--- src/rtl/wzc_pkg.sv ---
package wzc_pkg;

    localparam int REG_W = 32;

    typedef enum logic [1:0] {
        ADDR_STATUS = 2'd0,
        ADDR_ENABLE = 2'd1,
        ADDR_SIGEN  = 2'd2,
        ADDR_NONE   = 2'd3
    } reg_addr_e;

    // Contiguous field of n ones starting at bit lsb.
    function automatic logic [REG_W-1:0] field_mask(input int lsb, input int n);
        logic [REG_W-1:0] m;
        m = '0;
        for (int i = 0; i < REG_W; i++) begin
            m[i] = (i >= lsb) && (i < lsb + n);
        end
        return m;
    endfunction

endpackage

--- src/rtl/wzc_cfg_reg.sv ---
module wzc_cfg_reg #(
    parameter int              W    = 32,
    parameter logic [W-1:0]    MASK = '1
) (
    input  logic         clk,
    input  logic         rst_n,
    input  logic         wr_en,
    input  logic [W-1:0] wdata,
    output logic [W-1:0] q
);

    typedef struct packed {
        logic [W-1:0] val;
    } cfg_state_t;

    cfg_state_t s_d, s_q;

    always_comb begin
        s_d = s_q;
        if (wr_en) begin
            s_d.val = wdata & MASK;
        end
    end

    always_ff @(posedge clk or negedge rst_n) begin
        if (!rst_n) begin
            s_q <= '0;
        end else begin
            s_q <= s_d;
        end
    end

    assign q = s_q.val;

    // a write lands in the implemented bits only
    p_cfg_write_r7: assert property (@(posedge clk) disable iff (!rst_n)
        wr_en |=> (q == ($past(wdata) & MASK)));

    // without a write the register holds
    p_cfg_hold_r7: assert property (@(posedge clk) disable iff (!rst_n)
        !wr_en |=> $stable(q));

endmodule

--- src/rtl/wzc_status_bank.sv ---
module wzc_status_bank #(
    parameter int              W    = 32,
    parameter logic [W-1:0]    MASK = '1
) (
    input  logic         clk,
    input  logic         rst_n,
    input  logic [W-1:0] set_vec,
    input  logic [W-1:0] en_vec,
    input  logic         wr_en,
    input  logic [W-1:0] wdata,
    output logic [W-1:0] q
);

    typedef struct packed {
        logic [W-1:0] bits;
    } stat_state_t;

    stat_state_t  s_d, s_q;
    logic [W-1:0] set_hit;
    logic [W-1:0] clr_hit;

    assign set_hit = set_vec & en_vec;
    assign clr_hit = {W{wr_en}} & ~wdata;

    always_comb begin
        s_d = s_q;
        for (int i = 0; i < W; i++) begin
            if (set_hit[i]) begin
                s_d.bits[i] = 1'b1;
            end else if (clr_hit[i]) begin
                s_d.bits[i] = 1'b0;
            end
        end
        s_d.bits = s_d.bits & MASK;
    end

    always_ff @(posedge clk or negedge rst_n) begin
        if (!rst_n) begin
            s_q <= '0;
        end else begin
            s_q <= s_d;
        end
    end

    assign q = s_q.bits;

    for (genvar g = 0; g < W; g++) begin : g_bit_chk
        if (MASK[g]) begin : g_impl
            // a set bit survives every cycle without a zero write
            p_sticky_r4: assert property (@(posedge clk) disable iff (!rst_n)
                (q[g] && !(wr_en && !wdata[g])) |=> q[g]);

            // an enabled pulse always leaves the bit set
            p_set_wins_r6: assert property (@(posedge clk) disable iff (!rst_n)
                (set_vec[g] && en_vec[g]) |=> q[g]);

            // a clear bit stays clear without an enabled pulse
            p_gated_r3: assert property (@(posedge clk) disable iff (!rst_n)
                (!q[g] && !(set_vec[g] && en_vec[g])) |=> !q[g]);

            // zero write clears when no enabled pulse competes
            p_zero_clears_r5: assert property (@(posedge clk) disable iff (!rst_n)
                (wr_en && !wdata[g] && !(set_vec[g] && en_vec[g])) |=> !q[g]);
        end else begin : g_rsvd
            // reserved positions never hold a one
            p_rsvd_zero_r10: assert property (@(posedge clk) disable iff (!rst_n)
                1'b1 |=> !q[g]);
        end
    end

endmodule

--- src/rtl/wzc_irq_merge.sv ---
module wzc_irq_merge #(
    parameter int W = 32
) (
    input  logic         clk,
    input  logic         rst_n,
    input  logic [W-1:0] status,
    input  logic [W-1:0] sig_en,
    output logic         irq
);

    typedef struct packed {
        logic line;
    } irq_state_t;

    irq_state_t s_d, s_q;

    always_comb begin
        s_d      = s_q;
        s_d.line = |(status & sig_en);
    end

    always_ff @(posedge clk or negedge rst_n) begin
        if (!rst_n) begin
            s_q <= '0;
        end else begin
            s_q <= s_d;
        end
    end

    assign irq = s_q.line;

    // the line reflects the previous cycle's masked status
    p_irq_latency_r8: assert property (@(posedge clk) disable iff (!rst_n)
        (|(status & sig_en)) |=> irq);

    // with nothing passed through the signal mask the line stays low
    p_irq_masked_r9: assert property (@(posedge clk) disable iff (!rst_n)
        ((status & sig_en) == '0) |=> !irq);

endmodule

--- src/rtl/wzc_irq_ctrl.sv ---
module wzc_irq_ctrl
    import wzc_pkg::*;
#(
    parameter int NUM_CH   = 4,
    parameter int DONE_LSB = 8,
    parameter int TMO_LSB  = 16
) (
    input  logic              clk,
    input  logic              rst_n,
    input  logic [NUM_CH-1:0] done_pulse,
    input  logic [NUM_CH-1:0] tmo_pulse,
    input  logic              reg_wr,
    input  logic [1:0]        reg_addr,
    input  logic [REG_W-1:0]  reg_wdata,
    output logic [REG_W-1:0]  reg_rdata,
    output logic              irq
);

    localparam logic [REG_W-1:0] IMPL_MASK =
        field_mask(DONE_LSB, NUM_CH) | field_mask(TMO_LSB, NUM_CH);

    logic [REG_W-1:0] set_vec;
    logic [REG_W-1:0] en_q;
    logic [REG_W-1:0] sig_q;
    logic [REG_W-1:0] stat_q;
    logic             wr_stat;
    logic             wr_en_reg;
    logic             wr_sig_reg;

    assign wr_stat    = reg_wr && (reg_addr == ADDR_STATUS);
    assign wr_en_reg  = reg_wr && (reg_addr == ADDR_ENABLE);
    assign wr_sig_reg = reg_wr && (reg_addr == ADDR_SIGEN);

    always_comb begin
        set_vec = '0;
        for (int i = 0; i < NUM_CH; i++) begin
            set_vec[DONE_LSB + i] = done_pulse[i];
            set_vec[TMO_LSB + i]  = tmo_pulse[i];
        end
    end

    wzc_cfg_reg #(.W(REG_W), .MASK(IMPL_MASK)) u_enable (
        .clk   (clk),
        .rst_n (rst_n),
        .wr_en (wr_en_reg),
        .wdata (reg_wdata),
        .q     (en_q)
    );

    wzc_cfg_reg #(.W(REG_W), .MASK(IMPL_MASK)) u_sigen (
        .clk   (clk),
        .rst_n (rst_n),
        .wr_en (wr_sig_reg),
        .wdata (reg_wdata),
        .q     (sig_q)
    );

    wzc_status_bank #(.W(REG_W), .MASK(IMPL_MASK)) u_status (
        .clk     (clk),
        .rst_n   (rst_n),
        .set_vec (set_vec),
        .en_vec  (en_q),
        .wr_en   (wr_stat),
        .wdata   (reg_wdata),
        .q       (stat_q)
    );

    wzc_irq_merge #(.W(REG_W)) u_irq (
        .clk    (clk),
        .rst_n  (rst_n),
        .status (stat_q),
        .sig_en (sig_q),
        .irq    (irq)
    );

    always_comb begin
        case (reg_addr)
            ADDR_STATUS: reg_rdata = stat_q;
            ADDR_ENABLE: reg_rdata = en_q;
            ADDR_SIGEN:  reg_rdata = sig_q;
            default:     reg_rdata = '0;
        endcase
    end

    // status reads never show reserved positions
    p_status_read_clean_r10: assert property (@(posedge clk) disable iff (!rst_n)
        (reg_addr == ADDR_STATUS) |-> ((reg_rdata & ~IMPL_MASK) == '0));

    // a pulse gated off by the enable register leaves the done field as is
    p_done_needs_enable_r2: assert property (@(posedge clk) disable iff (!rst_n)
        (!reg_wr && ((set_vec & en_q) == '0)) |=> $stable(stat_q));

endmodule

--- config.mk ---
export PLATFORM = sky130hd
export DESIGN_NAME = wzc_irq_ctrl
export DESIGN_NICKNAME = d
export VERILOG_FILES = /design/src/rtl/wzc_pkg.sv /design/src/rtl/wzc_cfg_reg.sv /design/src/rtl/wzc_status_bank.sv /design/src/rtl/wzc_irq_merge.sv /design/src/rtl/wzc_irq_ctrl.sv
export SDC_FILE = /design/constraint.sdc
export NUM_CORES = 1
export LEC_CHECK = 0
export BUFFER_PORTS_ARGS = -buffer_cell sky130_fd_sc_hd__buf_4
export CAP_MARGIN = 20
export CELL_PAD_IN_SITES_DETAIL_PLACEMENT = 1
export CELL_PAD_IN_SITES_GLOBAL_PLACEMENT = 1
export CORE_MARGIN = 4
export CORE_UTILIZATION = 30
export DETAILED_ROUTE_END_ITERATION = 8
export PLACE_DENSITY = 0.62
export SLEW_MARGIN = 20
export SYNTH_ARGS = -nofsm -noshare
export SYNTH_HDL_FRONTEND = slang
export SYNTH_HIERARCHICAL = 1
export SYNTH_SLANG_ARGS = --single-unit
--- constraint.sdc ---
create_clock -name clk -period 3.05 [get_ports clk]
set_clock_uncertainty 0.1 [all_clocks]
set_input_delay 0.1525 -clock clk [delete_from_list [all_inputs] [get_ports clk]]
set_output_delay 0.1525 -clock clk [all_outputs]
set_load 0.01 [all_outputs]
==> qor.txt <==
placed cells: 352
Port Buffers: 29
DIE HEIGHT: 98.69 µm
Critical Path RT: 2.80 ns
nets: 302
Via density: 4.338
synth warn: 6
via count: 1553
Core Area: 7848 µm²
Worst-Margin Slew: 0.6144 ns
clock latency on the worst-skew pair: 0.27 ns
ANT nets after route: 0
CTS buffer count: 3
Reg clk slew, reported paths: 0.08 ns
RSZ-0062 raised after global routing: false
Reg2Reg Depth: 3
R2R Setup Slk: 1.58 ns
die area: 9740 µm²
Util after Layout: 31.65%
most frequent cells in the layout: conb_1 (72), mux2i_1 (32), o2bb2ai_1 (32), buf_4 (32), dfrtp_1 (25)
commonest non-fill, non-tap cell in the layout: conb_1
Gate Count Post-Synth: 235
setup TNS: 0 ns
Crit. Startpoint: reg_addr[1]
min cycle time layout: 1.643 ns
initial antenna violation count: 0
layout cells sized above 1: 20.70%
status: complete, no violations
Longest Clk Path Bufs: 2
path type of the worst min-delay path: in2reg
DP Wirelength: 3834 µm
Root Driver: clkbuf_8
1st-pass router iterations: 4
starting density of the core: 31.44%
final wirelength: 5181 µm
Reg2Reg Launch Point: u_status/q[17]$_DFFE_PN0P_
row cnt: 32
Worst Path Max Fanout: 35
Clock Sinks: 25
crit path to: reg_rdata[9]
type of origin of the critical path: input port
largest net degree at the start of global routing: 36
Die W: 98.69 µm
H-tree Lvls: 1
Iteration-0 DRC Markers: 18
Fmax: 0.6086 GHz
period utilization: 53.87%
Mapped Area: 2467 µm²
Area Overhead vs Synth: 0.6592%
GP Congestion: 0.7230
final hold violations: 0
final non-filler cell total: 358
global-route wire length before repair: 8376 µm
gr ovfl total: 0
WS Path Type: in2out
VDD IR max: 0.1856 mV
WL/cell: 14.47 µm
CP Capture Type: primary output
I/O pins: 78
Crit Reg-Reg Endpoint: u_irq/irq$_DFF_PN0_
GRT Overall Usage: 10.63%
synthesized area per cell: 10.50 µm²
PD cells: 387.8 nW/µm²
PnR Total Power: 963.1 µW
n_diodes: 0
Post-CTS Hold Fix Bufs: 1
post_cts resized: 0
DRC violations left: 0
max cap viols: 0
vias in the first global route: 1585
Max-slew headroom: 59.04%
Pleak: 1.156 nW
max-slew violation count: 0
CTS tree: done
Post-CTS Setup Bufs: 0
final setup vio count: 0
Worst Path Arrival: 1.39 ns
## per-layer routing
| layer | routed length (µm) | GRT usage, % |
|---|---|---|
| met4 | 34 | 1.576 |
| met1 | 2416 | 14.48 |
| met2 | 2549 | 17.99 |
| met5 | 0 | 0 |
| met3 | 181 | 1.911 |
## per-stage QoR
step / cell area (µm²) / worst slack (ns) / hold WS [ns]
6_report: 2484 / 1.407 / 0.003483
5_1_grt: 2484 / 1.331 / 0.004731
4_1_cts: 2474 / 1.403 / 0.001812
3_5_place_dp: 2419 / 1.164 / -0.01959
3_3_place_gp: 2419 / 1.167 / -0.01854
2_1_floorplan: 2726 / 1.568 / -0.2431
## cell type report
| class | count | area (µm²) |
|---|---|---|
| timing repair buffer | 34 | 260.3 |
| tap | 102 | 127.6 |
| sequential | 25 | 625.6 |
| multi-input combinational | 193 | 1425 |
| clock buffer | 4 | 45.04 |
| fill | 959 | 5364 |
## sequential cells by signal (all words and copies together), names as in the netlist
register / count
u_enable/q: 8
u_status/q: 8
u_irq/irq: 1
u_sigen/q: 8
## critical path: stages
cell and delay [ns]:
buf_4 0.29, nor2b_4 0.17, buf_4 0.36, o2bb2ai_1 0.21, buf_4 0.17
## power breakdown
group	switching, mW	internal, mW
sequential	0.0498	0.389
combinational	0.155	0.171
clock	0.105	0.0936
## worst min-delay path by stage
stage | endpoint | cells after the start | start | slack, ns
5_1_grt | u_status/q[11]$_DFFE_PN0P_ | 2 | done_pulse[3] | 0.005
3_3_place_gp | u_status/q[19]$_DFFE_PN0P_ | 1 | rst_n | -0.02
6_report | u_status/q[16]$_DFFE_PN0P_ | 2 | tmo_pulse[0] | 0.003
3_5_place_dp | u_status/q[18]$_DFFE_PN0P_ | 1 | rst_n | -0.02
4_1_cts | u_status/q[16]$_DFFE_PN0P_ | 2 | tmo_pulse[0] | 0.002
2_1_floorplan | u_enable/q[10]$_DFFE_PN0P_ | 0 | rst_n | -0.24
Note: power is estimated with default switching activity, not from simulation.
